===== config.mk =====
export PLATFORM = sky130hd
export DESIGN_NAME = flash_cmd_ctrl
export DESIGN_NICKNAME = d
export VERILOG_FILES = /design/src/rtl/flash_cmd_pkg.sv /design/src/rtl/flash_seq_decode.sv /design/src/rtl/flash_erase_engine.sv /design/src/rtl/flash_status_gen.sv /design/src/rtl/flash_cmd_ctrl.sv
export SDC_FILE = /design/constraint.sdc
export NUM_CORES = 1
export LEC_CHECK = 0
export BUFFER_PORTS_ARGS = -buffer_cell sky130_fd_sc_hd__buf_2
export CORE_ASPECT_RATIO = 0.5
export CORE_MARGIN = 3
export CORE_UTILIZATION = 52
export CTS_BUF_LIST = sky130_fd_sc_hd__clkbuf_16
export CTS_CLUSTER_SIZE = 40
export DETAILED_ROUTE_END_ITERATION = 8
export GPL_TIMING_DRIVEN = 0
export PLACE_DENSITY_LB_ADDON = 0.08
export REMOVE_ABC_BUFFERS = 1
export SKIP_LAST_GASP = 1
export SYNTH_ARGS = -nofsm -noshare
export SYNTH_HDL_FRONTEND = slang
export SYNTH_SLANG_ARGS = --single-unit

===== constraint.sdc =====
create_clock -name clk -period 3.3 [get_ports clk]
set_input_delay 0.33 -clock clk [delete_from_list [all_inputs] [get_ports clk]]
set_output_delay 0.33 -clock clk [all_outputs]
set_load 0.05 [all_outputs]

===== src/rtl/flash_cmd_pkg.sv =====
package flash_cmd_pkg;

   localparam int DW     = 16;
   localparam int CMD_AW = 11;

   localparam logic [CMD_AW-1:0] A_KEY_HI = 11'h555;
   localparam logic [CMD_AW-1:0] A_KEY_LO = 11'h2AA;

   localparam logic [7:0] D_KEY_A  = 8'hAA;
   localparam logic [7:0] D_KEY_B  = 8'h55;
   localparam logic [7:0] D_ARM    = 8'h80;
   localparam logic [7:0] D_CHIP   = 8'h10;
   localparam logic [7:0] D_SECTOR = 8'h30;
   localparam logic [7:0] D_HOLD   = 8'hB0;
   localparam logic [7:0] D_RESUME = 8'h30;

   typedef enum logic [2:0] {
      ST_READ,
      ST_PREPGM,
      ST_WINDOW,
      ST_ERASE,
      ST_HOLD_WAIT,
      ST_HELD
   } eng_state_t;

   function automatic logic st_busy(eng_state_t s);
      return (s == ST_PREPGM) || (s == ST_WINDOW) || (s == ST_ERASE) || (s == ST_HOLD_WAIT);
   endfunction

   function automatic logic st_erasing(eng_state_t s);
      return (s == ST_ERASE) || (s == ST_HOLD_WAIT) || (s == ST_HELD);
   endfunction

endpackage


===== src/rtl/flash_seq_decode.sv =====
module flash_seq_decode
   import flash_cmd_pkg::*;
#(
   parameter int ADDR_W      = 16,
   parameter bit STRICT_DATA = 1'b0
) (
   input  logic              clk,
   input  logic              rst_n,
   input  logic              enable,
   input  logic              wr_en,
   input  logic [ADDR_W-1:0] wr_addr,
   input  logic [DW-1:0]     wr_data,
   output logic              start_chip,
   output logic              start_sector
);

   localparam int STEPS  = 6;
   localparam int STEP_W = $clog2(STEPS);
   localparam logic [STEP_W-1:0] LAST = STEP_W'(STEPS - 1);

   logic [STEP_W-1:0] step;
   logic [DW-1:0]     dview;
   logic [CMD_AW-1:0] alo;
   logic [CMD_AW-1:0] exp_a;
   logic [7:0]        exp_d;
   logic              hit;
   logic              take;

   generate
      if (STRICT_DATA) begin : g_full_word
         assign dview = wr_data;
      end else begin : g_low_byte
         assign dview = {8'h00, wr_data[7:0]};
      end
   endgenerate

   assign alo  = wr_addr[CMD_AW-1:0];
   assign take = enable && wr_en;

   always_comb begin
      unique case (step)
         3'd0:    begin exp_a = A_KEY_HI; exp_d = D_KEY_A; end
         3'd1:    begin exp_a = A_KEY_LO; exp_d = D_KEY_B; end
         3'd2:    begin exp_a = A_KEY_HI; exp_d = D_ARM;   end
         3'd3:    begin exp_a = A_KEY_HI; exp_d = D_KEY_A; end
         3'd4:    begin exp_a = A_KEY_LO; exp_d = D_KEY_B; end
         default: begin exp_a = A_KEY_HI; exp_d = D_CHIP;  end
      endcase
   end

   assign hit          = (alo == exp_a) && (dview == {8'h00, exp_d});
   assign start_chip   = take && (step == LAST) && hit;
   assign start_sector = take && (step == LAST) && (dview == {8'h00, D_SECTOR});

   always_ff @(posedge clk or negedge rst_n) begin
      if (!rst_n) begin
         step <= '0;
      end else if (!enable) begin
         step <= '0;
      end else if (wr_en) begin
         if (step == LAST || !hit) step <= '0;
         else                      step <= step + 1'b1;
      end
   end

   AST_STEP_IDLE_OFF: assert property (@(posedge clk) disable iff (!rst_n)
      (start_chip || start_sector) |=> (step == '0));

endmodule


===== src/rtl/flash_erase_engine.sv =====
module flash_erase_engine
   import flash_cmd_pkg::*;
#(
   parameter int          PRE_CYC   = 64,
   parameter int          ERASE_CYC = 256,
   parameter int          TSEA_CYC  = 32,
   parameter int          SUSP_LAT  = 8,
   parameter logic [15:0] INIT_WORD = 16'h5A5A
) (
   input  logic          clk,
   input  logic          rst_n,
   input  logic          start_chip,
   input  logic          start_sector,
   input  logic          wr_en,
   input  logic [DW-1:0] wr_data,
   output eng_state_t    state,
   output logic [DW-1:0] word
);

   localparam int MAXC = (PRE_CYC > ERASE_CYC) ?
                         ((PRE_CYC > TSEA_CYC) ? PRE_CYC : TSEA_CYC) :
                         ((ERASE_CYC > TSEA_CYC) ? ERASE_CYC : TSEA_CYC);
   localparam int CW = $clog2(MAXC + 1);
   localparam int LW = $clog2(SUSP_LAT + 1);

   generate
      if (PRE_CYC < 1 || ERASE_CYC < 2 || TSEA_CYC < 1 || SUSP_LAT < 1) begin : g_bad_cycles
         $error("flash_erase_engine: phase lengths out of range");
      end
   endgenerate

   logic [CW-1:0] cnt;
   logic [LW-1:0] lat;
   logic          chip_op;
   logic          hold_req;
   logic          resume_req;

   assign hold_req   = wr_en && (wr_data[7:0] == D_HOLD);
   assign resume_req = wr_en && (wr_data[7:0] == D_RESUME);

   always_ff @(posedge clk or negedge rst_n) begin
      if (!rst_n) begin
         state   <= ST_READ;
         cnt     <= '0;
         lat     <= '0;
         chip_op <= 1'b0;
         word    <= INIT_WORD;
      end else begin
         unique case (state)
            ST_READ: begin
               if (start_chip) begin
                  state   <= ST_PREPGM;
                  cnt     <= CW'(PRE_CYC - 1);
                  chip_op <= 1'b1;
               end else if (start_sector) begin
                  state   <= ST_WINDOW;
                  cnt     <= CW'(TSEA_CYC - 1);
                  chip_op <= 1'b0;
               end
            end
            ST_PREPGM: begin
               if (cnt == '0) begin
                  state <= ST_ERASE;
                  cnt   <= CW'(ERASE_CYC - 1);
                  word  <= '0;
               end else begin
                  cnt <= cnt - 1'b1;
               end
            end
            ST_WINDOW: begin
               if (hold_req) begin
                  state <= ST_HELD;
                  cnt   <= CW'(ERASE_CYC - 1);
               end else if (cnt == '0) begin
                  state <= ST_ERASE;
                  cnt   <= CW'(ERASE_CYC - 1);
               end else begin
                  cnt <= cnt - 1'b1;
               end
            end
            ST_ERASE: begin
               if (cnt == '0) begin
                  state <= ST_READ;
                  word  <= '1;
               end else if (!chip_op && hold_req) begin
                  state <= ST_HOLD_WAIT;
                  lat   <= LW'(SUSP_LAT - 1);
               end else begin
                  cnt <= cnt - 1'b1;
               end
            end
            ST_HOLD_WAIT: begin
               if (lat == '0) state <= ST_HELD;
               else           lat   <= lat - 1'b1;
            end
            ST_HELD: begin
               if (resume_req) state <= ST_ERASE;
            end
            default: state <= ST_READ;
         endcase
      end
   end

   AST_CHIP_NO_HOLD: assert property (@(posedge clk) disable iff (!rst_n)
      (chip_op && state != ST_READ) |-> (state != ST_HOLD_WAIT && state != ST_HELD));

   AST_WINDOW_HOLD: assert property (@(posedge clk) disable iff (!rst_n)
      (state == ST_WINDOW && wr_en && wr_data[7:0] == D_HOLD) |=> (state == ST_HELD));

   AST_HOLD_WAIT_EXIT: assert property (@(posedge clk) disable iff (!rst_n)
      (state == ST_HOLD_WAIT) |=> (state == ST_HOLD_WAIT || state == ST_HELD));

   AST_RESUME_ERASE: assert property (@(posedge clk) disable iff (!rst_n)
      (state == ST_HELD && wr_en && wr_data[7:0] == D_RESUME) |=> (state == ST_ERASE));

endmodule


===== src/rtl/flash_status_gen.sv =====
module flash_status_gen
   import flash_cmd_pkg::*;
(
   input  logic          clk,
   input  logic          rst_n,
   input  logic          rd_en,
   input  eng_state_t    state,
   input  logic [DW-1:0] word,
   output logic [DW-1:0] rd_data
);

   logic tog6;
   logic tog2;
   logic busy_now;

   assign busy_now = st_busy(state);

   always_ff @(posedge clk or negedge rst_n) begin
      if (!rst_n) begin
         tog6 <= 1'b0;
         tog2 <= 1'b0;
      end else if (rd_en) begin
         if (busy_now)          tog6 <= ~tog6;
         if (st_erasing(state)) tog2 <= ~tog2;
      end
   end

   always_comb begin
      if (state == ST_READ) begin
         rd_data = word;
      end else begin
         rd_data    = '0;
         rd_data[7] = (state == ST_HELD);
         rd_data[6] = tog6;
         rd_data[2] = tog2;
      end
   end

   AST_DQ7_LOW_BUSY: assert property (@(posedge clk) disable iff (!rst_n)
      (busy_now && rd_en) |-> !rd_data[7]);

   AST_DQ6_ALTERNATES: assert property (@(posedge clk) disable iff (!rst_n)
      (busy_now && rd_en && $past(busy_now && rd_en)) |-> (rd_data[6] != $past(rd_data[6])));

   AST_DONE_ERASED: assert property (@(posedge clk) disable iff (!rst_n)
      ($past(busy_now) && state == ST_READ) |-> (rd_data == 16'hFFFF));

endmodule


===== src/rtl/flash_cmd_ctrl.sv =====
module flash_cmd_ctrl
   import flash_cmd_pkg::*;
#(
   parameter int          ADDR_W      = 16,
   parameter bit          STRICT_DATA = 1'b0,
   parameter int          PRE_CYC     = 64,
   parameter int          ERASE_CYC   = 256,
   parameter int          TSEA_CYC    = 32,
   parameter int          SUSP_LAT    = 8,
   parameter logic [15:0] INIT_WORD   = 16'h5A5A
) (
   input  logic              clk,
   input  logic              rst_n,
   input  logic              wr_en,
   input  logic [ADDR_W-1:0] wr_addr,
   input  logic [15:0]       wr_data,
   input  logic              rd_en,
   output logic [15:0]       rd_data,
   output logic              busy
);

   generate
      if (ADDR_W < CMD_AW) begin : g_bad_addr
         $error("flash_cmd_ctrl: ADDR_W must cover the command address bits");
      end
   endgenerate

   eng_state_t    state;
   logic [DW-1:0] word;
   logic          start_chip;
   logic          start_sector;

   flash_seq_decode #(
      .ADDR_W      (ADDR_W),
      .STRICT_DATA (STRICT_DATA)
   ) u_decode (
      .clk          (clk),
      .rst_n        (rst_n),
      .enable       (state == ST_READ),
      .wr_en        (wr_en),
      .wr_addr      (wr_addr),
      .wr_data      (wr_data),
      .start_chip   (start_chip),
      .start_sector (start_sector)
   );

   flash_erase_engine #(
      .PRE_CYC   (PRE_CYC),
      .ERASE_CYC (ERASE_CYC),
      .TSEA_CYC  (TSEA_CYC),
      .SUSP_LAT  (SUSP_LAT),
      .INIT_WORD (INIT_WORD)
   ) u_engine (
      .clk          (clk),
      .rst_n        (rst_n),
      .start_chip   (start_chip),
      .start_sector (start_sector),
      .wr_en        (wr_en),
      .wr_data      (wr_data),
      .state        (state),
      .word         (word)
   );

   flash_status_gen u_status (
      .clk     (clk),
      .rst_n   (rst_n),
      .rd_en   (rd_en),
      .state   (state),
      .word    (word),
      .rd_data (rd_data)
   );

   assign busy = st_busy(state);

   AST_START_RAISES_BUSY: assert property (@(posedge clk) disable iff (!rst_n)
      (start_chip || start_sector) |=> busy);

   AST_READ_MODE_QUIET: assert property (@(posedge clk) disable iff (!rst_n)
      (!busy && !$past(busy) && state == ST_READ) |-> $stable(rd_data));

endmodule


# Word level (Yosys, flattened, before mapping)
# Cells that the tools add are included.
dict set report word_totals {
  reg_bits 38
  wordCells 102
  inputBits 36
}
dict set report op_classes {
  n_reduce_logical 33
  eq_ne 25
  bitwise 2
  mux 31
  addsub 3
}
# cell count
set ops {}
lappend ops {{$mux 9} 6}
lappend ops {{$mux 16} 3}
lappend ops {{$pmux 9 s4} 1}
lappend ops {{$mux 3} 11}
lappend ops {{$pmux 16 s2} 1}
lappend ops {{$pmux 8 s3} 1}
lappend ops {{$pmux 3 s6} 1}
lappend ops {{$eq 3x2->1 const B} 4}
lappend ops {{$eq 3x3->1 const B} 4}
lappend ops {{$mux 4} 3}
lappend ops {{$reduce_and 4->1} 3}
lappend ops {{$eq 11x11->1} 1}
lappend ops {{$mux 11} 1}
lappend ops {{$ne 2x1->1 const B} 5}
lappend ops {{$logic_not 9->1} 1}
lappend ops {{$sub 9x1->9 const B} 1}
lappend ops {{$eq 8x6->1 const B} 1}
lappend ops {{$eq 8x8->1} 1}
lappend ops {{$eq 8x8->1 const B} 1}
lappend ops {{$logic_and 1x1->1} 8}
lappend ops {{$ne 2x2->1 const B} 4}
lappend ops {{$pmux 4 s2} 1}
lappend ops {{$eq 3x1->1 const B} 2}
lappend ops {{$logic_not 3->1} 2}
lappend ops {{14 further kinds} 27}

# Depth between registers and ports, before layout
# Gate-level depths: netlist (run 1).
dict set report depth {
  ltp_word 10
  ltp_mapped 10
  depth_no_buf 9
}

# By module
# A second synthesis (run 1) with hierarchy kept.
dict set report hier_totals {
  cells_unflattened 249
  area_unflattened_um2 2127.0
}
# mod n_inst seq_area_each_um2 area_per_inst_um2 cells_each
set modules_own_cells {}
lappend modules_own_cells {flash_erase_engine 1 476.7 1345.0 159}
lappend modules_own_cells {flash_seq_decode 1 75.1 499.2 57}
lappend modules_own_cells {flash_status_gen 1 50.0 252.7 30}
lappend modules_own_cells {flash_cmd_ctrl 1 0.0 30.0 3}

# Least setup slack after synthesis (run 1)
# No wires, ideal clock.
dict set report synth_timing {
  path_type {register to register}
  startpoint {register u_decode.step[0]}
  endpoint {register u_engine.cnt[8]}
  t_required_ns 3.175
  setup_time_ns 0.125
  path_stages_with_launch 10
  period_less_slack_ns 2.368
  t_arrival_ns 2.243
  setup_slack_ns 0.932
  cell_sequence {dfrtp_1 > inv_1 > ha_1 > mux2i_1 > and4b_1 > nand4_1 > o41ai_4 > nand4_2 > a21boi_4 > mux2_4}
}
dict set report synth_between {
  elab_chain_cells 8
}
# item line_no
set synth_lines {}
lappend synth_lines {{start, declared} flash_seq_decode.sv:21} ;# logic [STEP_W-1:0] step;
lappend synth_lines {{start signal, assigned} flash_seq_decode.sv:62} ;# else step <= step + 1'b1;
lappend synth_lines {{$eq 3x1->1 (tied with other cells)} flash_seq_decode.sv:41} ;# unique case (step)
lappend synth_lines {{$reduce_or 2->1 (no line)} n/a}
lappend synth_lines {{$pmux 8 s3 / $mux 11 (equally long branches)} flash_seq_decode.sv:41}
lappend synth_lines {{$eq 8x8->1 / $eq 11x11->1 (equally long branches)} flash_seq_decode.sv:51} ;# assign hit = (alo == exp_a) && (dview == {8'h00, exp_d});
lappend synth_lines {{$logic_and 1x1->1} flash_seq_decode.sv:51}
lappend synth_lines {{$logic_and 1x1->1} flash_seq_decode.sv:52} ;# assign start_chip = take && (step == LAST) && hit;
lappend synth_lines {{$ne 3x3->1 (no line) / $mux 9 (equally long branches)} n/a}
lappend synth_lines {{$reduce_and 4->1 (no line) / $pmux 9 s4 (equally long branches)} n/a}
lappend synth_lines {{end signal, assigned} flash_erase_engine.sv:53} ;# cnt <= CW'(PRE_CYC - 1);
lappend synth_lines {{end signal, assigned} flash_erase_engine.sv:57} ;# cnt <= CW'(TSEA_CYC - 1);
lappend synth_lines {{end signal, assigned} flash_erase_engine.sv:64} ;# cnt <= CW'(ERASE_CYC - 1);
lappend synth_lines {{end, declared} flash_erase_engine.sv:32} ;# logic [CW-1:0] cnt;
# Parallel ways exist; a longest one is shown, timed or not.
# A chain may end at the register's enable or synchronous reset.

# Final worst setup path (run 1)
# Ends and elaborated chain as after synthesis.

==> flow_summary.yaml, run 1 <==
synthesis:
  synth_cell_types: 47
  synthAdderAreaFrac_pct: 4.733
  synth_seq_area_share_pct: 32.52
  synthArstFlopShare_pct: 100.0
  synth.area.top_cells: "dfrtp_1 31%, ha_1 4.7%, buf_4 4.5%"
  synth_edf_count: 0
  synth_top_family_by_area: "simple AND/OR/NAND/NOR gates"
  avgSynthCellArea_um2: 8.567
  synthCells: 216
  synth_ff_type: "dfrtp_1"
  synth_compound_area_share_pct: 19.41
  synth_xor_area_share_pct: 2.840
  yosysTopAreaCellShare_pct: 31.10
  yosys.area_share.simple_pct: 27.86
  netlist_area_mm2: 0.001851
  yosysTopAreaCell: "dfrtp_1"
  ys_ff_latch: 24
  ys.warnings.count: 0
  synthMuxAreaShare_pct: 3.651
global_route:
  antenna_found_initial: 0
  grt_pass1_wl_mm: 6.699
  overflow: 0
  grt_max_degree: 25
  track_usage_pct: 19.25
  grt_pass1_vias: 1468
clock_tree:
  cts.clk_slew.worst_paths_ns: 0.06
  root_buffer: "clkbuf_16"
  worstSkewPairLatency_ns: 0.26
  ctsResizeCount: 0
  postCtsHoldBufs: 0
  htree_levels: 1
  cts_made_buffers: 3
  cts_sinks: 24
  cts_buffer_depth: 2
  cts_setup_buffers: 0
  cts_tree: "yes"
route:
  wl_per_cell_um: 13.70
  route.met3.wl_um: 211
  drc: 0
  wl_met1_mm: 1.978
  totalWireLength_mm: 3.959
  drt-initial-drc-count: 103
  drt-vias-per-instance: 5.696
  wl_met2_mm: 1.712
  antenna_left: 0
  firstDrtPassIters: 4
  via_count: 1646
  highest_layer: "met4"
finish:
  final_common_cell: "buf_2"
  area_growth_pct: 12.71
  fill_cells: 276
  drive_gt1_share_pct: 22.41
  nets: 285
  layout_common_cells: "39 x buf_2, 23 x dfrtp_1, 20 x nand2_1, 15 x nor2_1, 13 x o21ai_0"
  diodes: 0
worst_hold_path:
  min_path_type: "input port to async pin"
sta:
  tightest_slew_ns: 0.7987
  whs_ns: 0.04663
  grt_setup_unrepaired: "no"
  finalCritPeriodShare_pct: 82.53
  setup_viol: 0
  maxSlewHeadroom_pct: 46.51
  max_freq_ghz: 0.3672
  final.min_clock_period_ns: 2.724
  finalMaxSlewViolations: 0
  setup_ws_ns: 0.5764
  finClkSkew_ns: 0.002913
  final-hold-violation-count: 0
worst_setup_path:
  crit_start: "u_decode.step[0]$_DFFE_PN0P_"
  arrival_ns: 2.87
  regToRegSetupSlack_ns: 0.58
  startpoint_type: "flop"
  crit_fanout: 9
  timing.rr.end: "u_engine.cnt[8]$_DFFE_PN0P_"
  worst-setup-path-type: "flop to flop"
  reg2regPathDepth: 9
  rr_startpoint: "u_decode.step[0]$_DFFE_PN0P_"
  endpoint_kind: "flop"
  cp-endpoint: "u_engine.cnt[8]$_DFFE_PN0P_"
  required_ns: 3.45
place:
  port_buffers: 39
  dp_slack_ns: 0.6208
  hpwlAfterDp_mm: 3.062
  place.gp.congestion: 0.8253
floorplan:
  pin_count: 53
  chipHeight_um: 48.18
  dieArea_mm2: 0.004354
  core_region_area_mm2: 0.003188
  placementRows: 14
  die_width_um: 90.37
  start_util_pct: 58.05
run_status:
  status: "completed"
pwr:
  p_per_area_mw_per_mm2: 660.8
  vdd_drop_max_mv: 0.2799
  power.leakage_nw: 0.9964
  finalPower_mw: 1.378
run:
  cap_violations: 0
area by class of cell:
type	instances	area, um^2	share of cell area, %
inverter	11	41.29	1.980
sequential	24	601.8	28.85
timing repair buffer	39	195.2	9.358
clock inverter	1	30.03	1.440
multi-input combinational	163	1082	51.89
tap	48	60.06	2.879
clock buffer	3	75.07	3.599
cells in the mapped netlist, types with 3 or more instances:
| cell | n |
|---|---|
| nor3b_1 | 3 |
| and2_1 | 4 |
| nor4_1 | 3 |
| nand2_1 | 20 |
| buf_4 | 11 |
| mux2i_1 | 3 |
| nand4b_1 | 3 |
| ha_1 | 7 |
| o21ai_0 | 13 |
| a21oi_1 | 12 |
| a21o_1 | 3 |
| dfrtp_1 | 23 |
| clkbuf_1 | 4 |
| nand3_1 | 12 |
| nor2b_1 | 4 |
| inv_1 | 11 |
| xnor2_1 | 6 |
| nor3_1 | 11 |
| a31oi_1 | 6 |
| a2bb2oi_1 | 5 |
| nor2_1 | 15 |
| a211oi_1 | 4 |
| nand4_1 | 3 |
where the power goes:
group / switching [mW] / internal [mW]
logic: 0.324 / 0.230
registers: 0.111 / 0.368
clock network: 0.104 / 0.241
flip-flops by register name, indices dropped and copies added (netlist names):
| signal | flops |
|---|---|
| u_status.tog2 | 1 |
| u_engine.word | 2 |
| u_engine.lat | 4 |
| u_decode.step | 3 |
| u_status.tog6 | 1 |
| u_engine.state | 3 |
| u_engine.chip_op | 1 |
| u_engine.cnt | 9 |
cells by family after synthesis:
family / Yosys count
AOI/OAI and AO/OA: 52
xor gates and xnor gates: 6
adders and majority gates: 7
buffers and inverters: 29
DFF: 24
muxes: 6
and+or+nand+nor: 92
worst min path at each step:
| stage | startpoint | end | slack, ns | depth (start not counted) |
|---|---|---|---|---|
| global placement | rst_n | u_engine.lat[2]$_DFFE_PN0P_ | 0.35 | 1 |
| floorplan | rst_n | u_decode.step[0]$_DFFE_PN0P_ | 0.03 | 0 |
| CTS | rst_n | u_engine.lat[0]$_DFFE_PN0P_ | 0.07 | 1 |
| finish | rst_n | u_engine.lat[0]$_DFFE_PN0P_ | 0.05 | 1 |
| global route | rst_n | u_engine.lat[0]$_DFFE_PN0P_ | 0.11 | 1 |
| detailed placement | rst_n | u_engine.lat[0]$_DFFE_PN0P_ | 0.35 | 1 |
critical path, stage by stage (launching register included):
cell	delay [ns]
dfrtp_1	0.47
inv_1	0.14
ha_1	0.27
mux2i_1	0.32
and4b_1	0.24
nand4_1	0.14
o41ai_4	0.10
nand4_2	0.24
a21boi_4	0.37
mux2_4	0.33
routing by layer:
| metal | global-route usage, % | vias up |
|---|---|---|
| li1 | - | 828 |
| met1 | 25.64 | 760 |
| met2 | 32.69 | 49 |
| met3 | 4.160 | 9 |
| met4 | 6.383 | 0 |
| met5 | 0 | - |
per-stage QoR:
stage / instances / instance area, um^2 / utilization (%) / TNS (ns)
after floorplan: 198 / 1725 / - / -2.770
after global placement: 285 / 1981 / 62.13 / 0
after detailed placement: 285 / 1981 / 62.13 / 0
after CTS: 289 / 2086 / 65.42 / 0
after global routing: 289 / 2086 / 65.42 / 0
final: 289 / 2086 / 65.42 / 0
Note: power is estimated with default switching activity, not from simulation.
==> inputs of run 2 (changes only) <==
==> constraint.sdc (replaced) <==
create_clock -name clk -period 2.7 [get_ports clk]
set_input_delay 0.27 -clock clk [delete_from_list [all_inputs] [get_ports clk]]
set_output_delay 0.27 -clock clk [all_outputs]
set_load 0.05 [all_outputs]
==> run 2 against run 1 <==
  * Critical endpoint unchanged
  * Register-to-register slack got worse by 0.42 ns
  * Total power increased by 25%
  * Final area increased by 1.5%
  * First-iteration DRC count increased by 1.9%
  * Die area unchanged
  * Hold slack got worse by 0.062 ns
  * Sequential share of layout area decreased by 0.43 points
  * Sequential cell count unchanged
  * The flow now finishes with violations (hold timing)
  * Fmax increased by 7.1%
  * Non-clock buffer count increased by 2
  * Sequential power increased by 23%
  * Clock skew about the same
==> flow_summary.yaml, run 2 (synthesis gave the netlist of run 1 again) <==
run_status:
  status: "finished, violations left"
  violations: "hold timing"
clock_tree:
  htree_levels: 1
  cts_buffer_depth: 2
  postCtsHoldBufs: 0
  cts_made_buffers: 3
  cts.clk_slew.worst_paths_ns: 0.06
  cts_sinks: 24
  cts_tree: "yes"
  root_buffer: "clkbuf_16"
  worstSkewPairLatency_ns: 0.26
floorplan:
  die_width_um: 90.37
  dieArea_mm2: 0.004354
  placementRows: 14
  pin_count: 53
  start_util_pct: 58.05
  core_region_area_mm2: 0.003188
  chipHeight_um: 48.18
route:
  via_count: 1658
  wl_per_cell_um: 13.82
  drt-vias-per-instance: 5.698
  firstDrtPassIters: 4
  antenna_left: 0
  drt-initial-drc-count: 105
  totalWireLength_mm: 4.022
  drc: 0
finish:
  nets: 287
  layout_common_cells: "39 x buf_2, 23 x dfrtp_1, 20 x nand2_1, 15 x nor2_1, 13 x o21ai_0"
  final_common_cell: "buf_2"
  regMostFlops: "u_engine.cnt"
  largest_register_ffs: 9
  diodes: 0
  drive_gt1_share_pct: 24.28
  fin_cells: 291
  reg_top3: "u_engine.cnt x9, u_engine.lat x4"
  area_growth_pct: 14.40
sta:
  finalCritPeriodShare_pct: 94.22
  maxSlewHeadroom_pct: 45.49
  setup_viol: 0
  finClkSkew_ns: 0.003368
  final-hold-violation-count: 23
  tightest_slew_ns: 0.8138
  final.min_clock_period_ns: 2.544
  finalMaxSlewViolations: 0
  max_freq_ghz: 0.3931
  whs_ns: -0.01529
worst_setup_path:
  regToRegSetupSlack_ns: 0.16
  crit_start: "u_decode.step[1]$_DFFE_PN0P_"
  required_ns: 2.85
  crit_buf_inv: 1
  endpoint_kind: "flop"
  startpoint_type: "flop"
  crit_fanout: 9
  arrival_ns: 2.69
  worst-setup-path-type: "flop to flop"
  rr_startpoint: "u_decode.step[1]$_DFFE_PN0P_"
  crit_path_frequent_cell: "nor3_1"
  critPathMaxStageDelay_ns: 0.50
  cpLargestDelayFamily: "simple AND/OR/NAND/NOR gates"
  slowest_stage: "dfrtp_1"
  crit_chain: "inv_1 > ha_1 > nor4_1 > nor3_1 > nor3_1 > nand4_2 > a21boi_4 > mux2_4"
pwr:
  p_per_area_mw_per_mm2: 815.0
  finalPower_mw: 1.725
  vdd_drop_max_mv: 0.3444
  power.leakage_nw: 1.005
place:
  port_buffers: 39
  place.gp.congestion: 0.8253
  hpwlAfterDp_mm: 3.062
  dp_cells: 285
global_route:
  track_usage_pct: 19.25
  grt_max_degree: 25
  overflow: 0
  grt_pass1_wl_mm: 6.699
  grt_pass1_vias: 1467
  antenna_found_initial: 0
run:
  cap_violations: 0
worst_hold_path:
  min_path_type: "input port to async pin"
[run 2: final timing paths]
path | to | depth (start not counted)
max | u_engine.cnt[8]$_DFFE_PN0P_ | 8
min | u_engine.lat[2]$_DFFE_PN0P_ | 1
max reg2reg | u_engine.cnt[8]$_DFFE_PN0P_ | 8
min reg2reg | u_status.tog2$_DFFE_PN0P_ | 1
max in group asynchronous | u_engine.word[14]$_DFFE_PN1P_ | 1
min in group clk | u_status.tog6$_DFFE_PN0P_ | 3
[run 2: area by class of cell]
class,count,area (um^2)
multi-input combinational,163,1099
fill,269,1071
tap,48,60.06
sequential,24,601.8
clock inverter,1,30.03
inverter,11,41.29
timing repair buffer,41,210.2
clock buffer,3,75.07
[run 2: repair_timing]
| item | in CTS | in global routing |
|---|---|---|
| gates resized for setup | 0 | 3 |
| cloned | 0 | 0 |
| pin swaps | 1 | 2 |
| setup endpoints to repair | 1 | 9 |
| setup buffers | 0 | 2 |
[run 2: power breakdown]
part	internal, mW	switching [mW]	leakage, nW
combinational	0.306	0.404	0.646
clock	0.295	0.130	0.0511
sequential	0.450	0.140	0.308
total	1.05	0.675	1.00
[run 2: per-stage QoR]
stage	setup TNS (ns)	area, um^2	hold WS (ns)	util (%)	worst slack (ns)
2_1_floorplan	-10.37	1725	-0.02559	-	-1.232
3_3_place_gp	0	1981	0.2890	62.13	0.01791
3_5_place_dp	0	1981	0.2928	62.13	0.02085
4_1_cts	0	2086	0.01430	65.42	0.006374
5_1_grt	-0.02711	2117	0.04598	66.41	-0.01505
6_report	0	2117	-0.01529	66.41	0.1560
[run 2: per-layer routing]
layer | up-vias | GRT usage [%] | part of all wire [%]
met2 | 50 | 32.69 | 43
met1 | 767 | 25.64 | 50
li1 | 832 | - | -
met4 | 0 | 6.383 | 1.4
met5 | - | 0 | 0
met3 | 9 | 4.160 | 5.2
==> inputs of run 3 (changes only) <==
--- a/config.mk
+++ b/config.mk
@@ -6,9 +6,11 @@
 export NUM_CORES = 1
 export LEC_CHECK = 0
 export BUFFER_PORTS_ARGS = -buffer_cell sky130_fd_sc_hd__buf_2
+export CELL_PAD_IN_SITES_DETAIL_PLACEMENT = 1
+export CELL_PAD_IN_SITES_GLOBAL_PLACEMENT = 2
 export CORE_ASPECT_RATIO = 0.5
 export CORE_MARGIN = 3
-export CORE_UTILIZATION = 52
+export CORE_UTILIZATION = 27
 export CTS_BUF_LIST = sky130_fd_sc_hd__clkbuf_16
 export CTS_CLUSTER_SIZE = 40
 export DETAILED_ROUTE_END_ITERATION = 8
@@ -16,6 +18,7 @@
 export PLACE_DENSITY_LB_ADDON = 0.08
 export REMOVE_ABC_BUFFERS = 1
 export SKIP_LAST_GASP = 1
+export SLEW_MARGIN = 25
 export SYNTH_ARGS = -nofsm -noshare
 export SYNTH_HDL_FRONTEND = slang
 export SYNTH_SLANG_ARGS = --single-unit
==> constraint.sdc (replaced) <==
create_clock -name clk -period 2.3 [get_ports clk]
set_input_delay 0.23 -clock clk [delete_from_list [all_inputs] [get_ports clk]]
set_output_delay 0.23 -clock clk [all_outputs]
set_load 0.05 [all_outputs]
==> run 3 against run 2 <==
  * The flow now finishes without violations
  * Via count is 3.3% higher
  * Hold slack better by 0.23 ns
  * Clock skew is 0.0011 ns higher
  * Sequential power is 18% higher
  * Fmax is 14% higher
  * Utilization is 28 points lower
  * Die area is 82% higher
  * Critical path type unchanged
  * Critical endpoint unchanged
==> flow_summary.yaml, run 3 (synthesis gave the netlist of run 1 again) <==
worst_setup_path:
  regToRegSetupSlack_ns: 0.06
  worst-setup-path-type: "flop to flop"
  startpoint_type: "flop"
  required_ns: 2.45
  endpoint_kind: "flop"
  crit_fanout: 5
  arrival_ns: 2.39
worst_hold_path:
  min_path_type: "input port to flop"
route:
  wl_per_cell_um: 15.29
  firstDrtPassIters: 4
  drt-vias-per-instance: 4.951
  wl_met1_mm: 2.730
  antenna_left: 0
  highest_layer: "met4"
  via_count: 1713
  drt-initial-drc-count: 62
  wl_met2_mm: 2.388
  drc: 0
  route.met3.wl_um: 155
  totalWireLength_mm: 5.292
global_route:
  antenna_found_initial: 0
  track_usage_pct: 13.50
  overflow: 0
  grt_pass1_wl_mm: 8.618
  grt_pass1_vias: 1723
  grt_max_degree: 25
clock_tree:
  cts_sinks: 24
  worstSkewPairLatency_ns: 0.26
  htree_levels: 1
  cts_made_buffers: 3
  root_buffer: "clkbuf_16"
  cts_buffer_depth: 2
  cts_tree: "yes"
  cts.clk_slew.worst_paths_ns: 0.07
place:
  port_buffers: 39
  dp_slack_ns: -0.5288
  hpwlAfterDp_mm: 3.852
  place.gp.congestion: 0.7535
floorplan:
  placementRows: 20
  dieArea_mm2: 0.007944
  core_region_area_mm2: 0.006356
  chipHeight_um: 64.54
  die_width_um: 123.1
  pin_count: 53
  start_util_pct: 29.11
pwr:
  power.leakage_nw: 1.104
  vdd_drop_max_mv: 0.3011
  p_per_area_mw_per_mm2: 902.7
finish:
  layout_common_cells: "39 x buf_2, 20 x nand2_1, 17 x dfrtp_1, 14 x nor2_1, 14 x buf_4"
  reg_top3: "u_engine.cnt x9, u_engine.lat x4"
  largest_register_ffs: 9
  final_common_cell: "buf_2"
  regMostFlops: "u_engine.cnt"
  nets: 302
  final_core_utilization_pct: 38.60
  diodes: 0
  drive_gt1_share_pct: 37.60
  area_growth_pct: 32.59
sta:
  finalCritPeriodShare_pct: 97.35
  final.min_clock_period_ns: 2.239
  maxSlewHeadroom_pct: 49.79
  setup_viol: 0
  max_freq_ghz: 0.4466
  finalMaxSlewViolations: 0
  final-hold-violation-count: 0
  finClkSkew_ns: 0.004495
  setup_ws_ns: 0.06106
  grt_setup_unrepaired: "yes"
  tightest_slew_ns: 0.7473
run:
  cap_violations: 0
run_status:
  status: "completed"
==> run 3: cell types whose count changed in the layout (fill, tap and decap cells not counted), sizes merged <==
cell	change
buf	+14
dlygate4sd3	+1
==> run 3: final timing paths <==
| path | from | endpoint | cells after the start |
|---|---|---|---|
| worst min-delay path | rd_en | u_status.tog6$_DFFE_PN0P_ | 3 |
| max in group asynchronous | rst_n | u_engine.state[0]$_DFFE_PN0P_ | 2 |
| worst max register to register | u_decode.step[0]$_DFFE_PN0P_ | u_engine.cnt[8]$_DFFE_PN0P_ | 9 |
| worst min register to register | u_status.tog6$_DFFE_PN0P_ | u_status.tog6$_DFFE_PN0P_ | 1 |
| worst max-delay path | u_decode.step[0]$_DFFE_PN0P_ | u_engine.cnt[8]$_DFFE_PN0P_ | 9 |
| min in group asynchronous | rst_n | u_engine.cnt[5]$_DFFE_PN0P_ | 2 |
==> run 3: cell type report <==
cell class / count / area, um^2
Clock buffer: 3 / 75.07
Inverter: 11 / 43.79
Clock inverter: 1 / 30.03
Timing Repair Buffer: 56 / 350.3
Sequential cell: 24 / 609.3
Multi-Input combinational cell: 163 / 1235
Tap cell: 88 / 110.1
Fill cell: 760 / 3902
==> run 3: what timing repair did <==
item	4_1_cts	5_1_grt
setup endpoints to repair	14	10
pin swaps	3	7
cloned	0	0
buffers inserted	5	11
gates resized for setup	21	16
hold buffers	1	0
endpoints found under the hold margin	23	0
==> run 3: layer usage <==
layer  GRT usage (%)  up-vias
li1                -      853
met1           19.35      833
met2           21.21       25
met3           2.790        2
met4           2.345        0
met5               0        -
==> run 3: metrics by stage <==
step | TNS, ns | power (mW) | instance area [um^2] | instances | hold slack, ns
2_1_floorplan | -15.84 | 1.286 | 1725 | 198 | -0.06559
3_3_place_gp | -3.546 | 1.519 | 2031 | 325 | 0.2698
3_5_place_dp | -3.614 | 1.533 | 2031 | 325 | 0.2710
4_1_cts | 0 | 2.157 | 2280 | 335 | 0.2157
5_1_grt | -0.2076 | 2.373 | 2454 | 346 | 0.2426
6_report | 0 | 2.215 | 2454 | 346 | 0.2188
==> run 3: worst max-delay path, cell delays in order, from the launching register on <==
cell	delay [ns]
dfrtp_2	0.47
ha_2	0.22
ha_4	0.17
nor2_1	0.13
a21oi_2	0.05
a2bb2oi_2	0.15
xnor2_2	0.17
nand4_2	0.18
a21boi_4	0.26
mux2_4	0.31
==> run 3: where the power goes <==
part | internal, mW | leakage [nW] | total [mW] | switching [mW]
clock | 0.347 | 0.0511 | 0.512 | 0.166
combinational | 0.462 | 0.754 | 1.01 | 0.546
sequential | 0.531 | 0.298 | 0.694 | 0.162
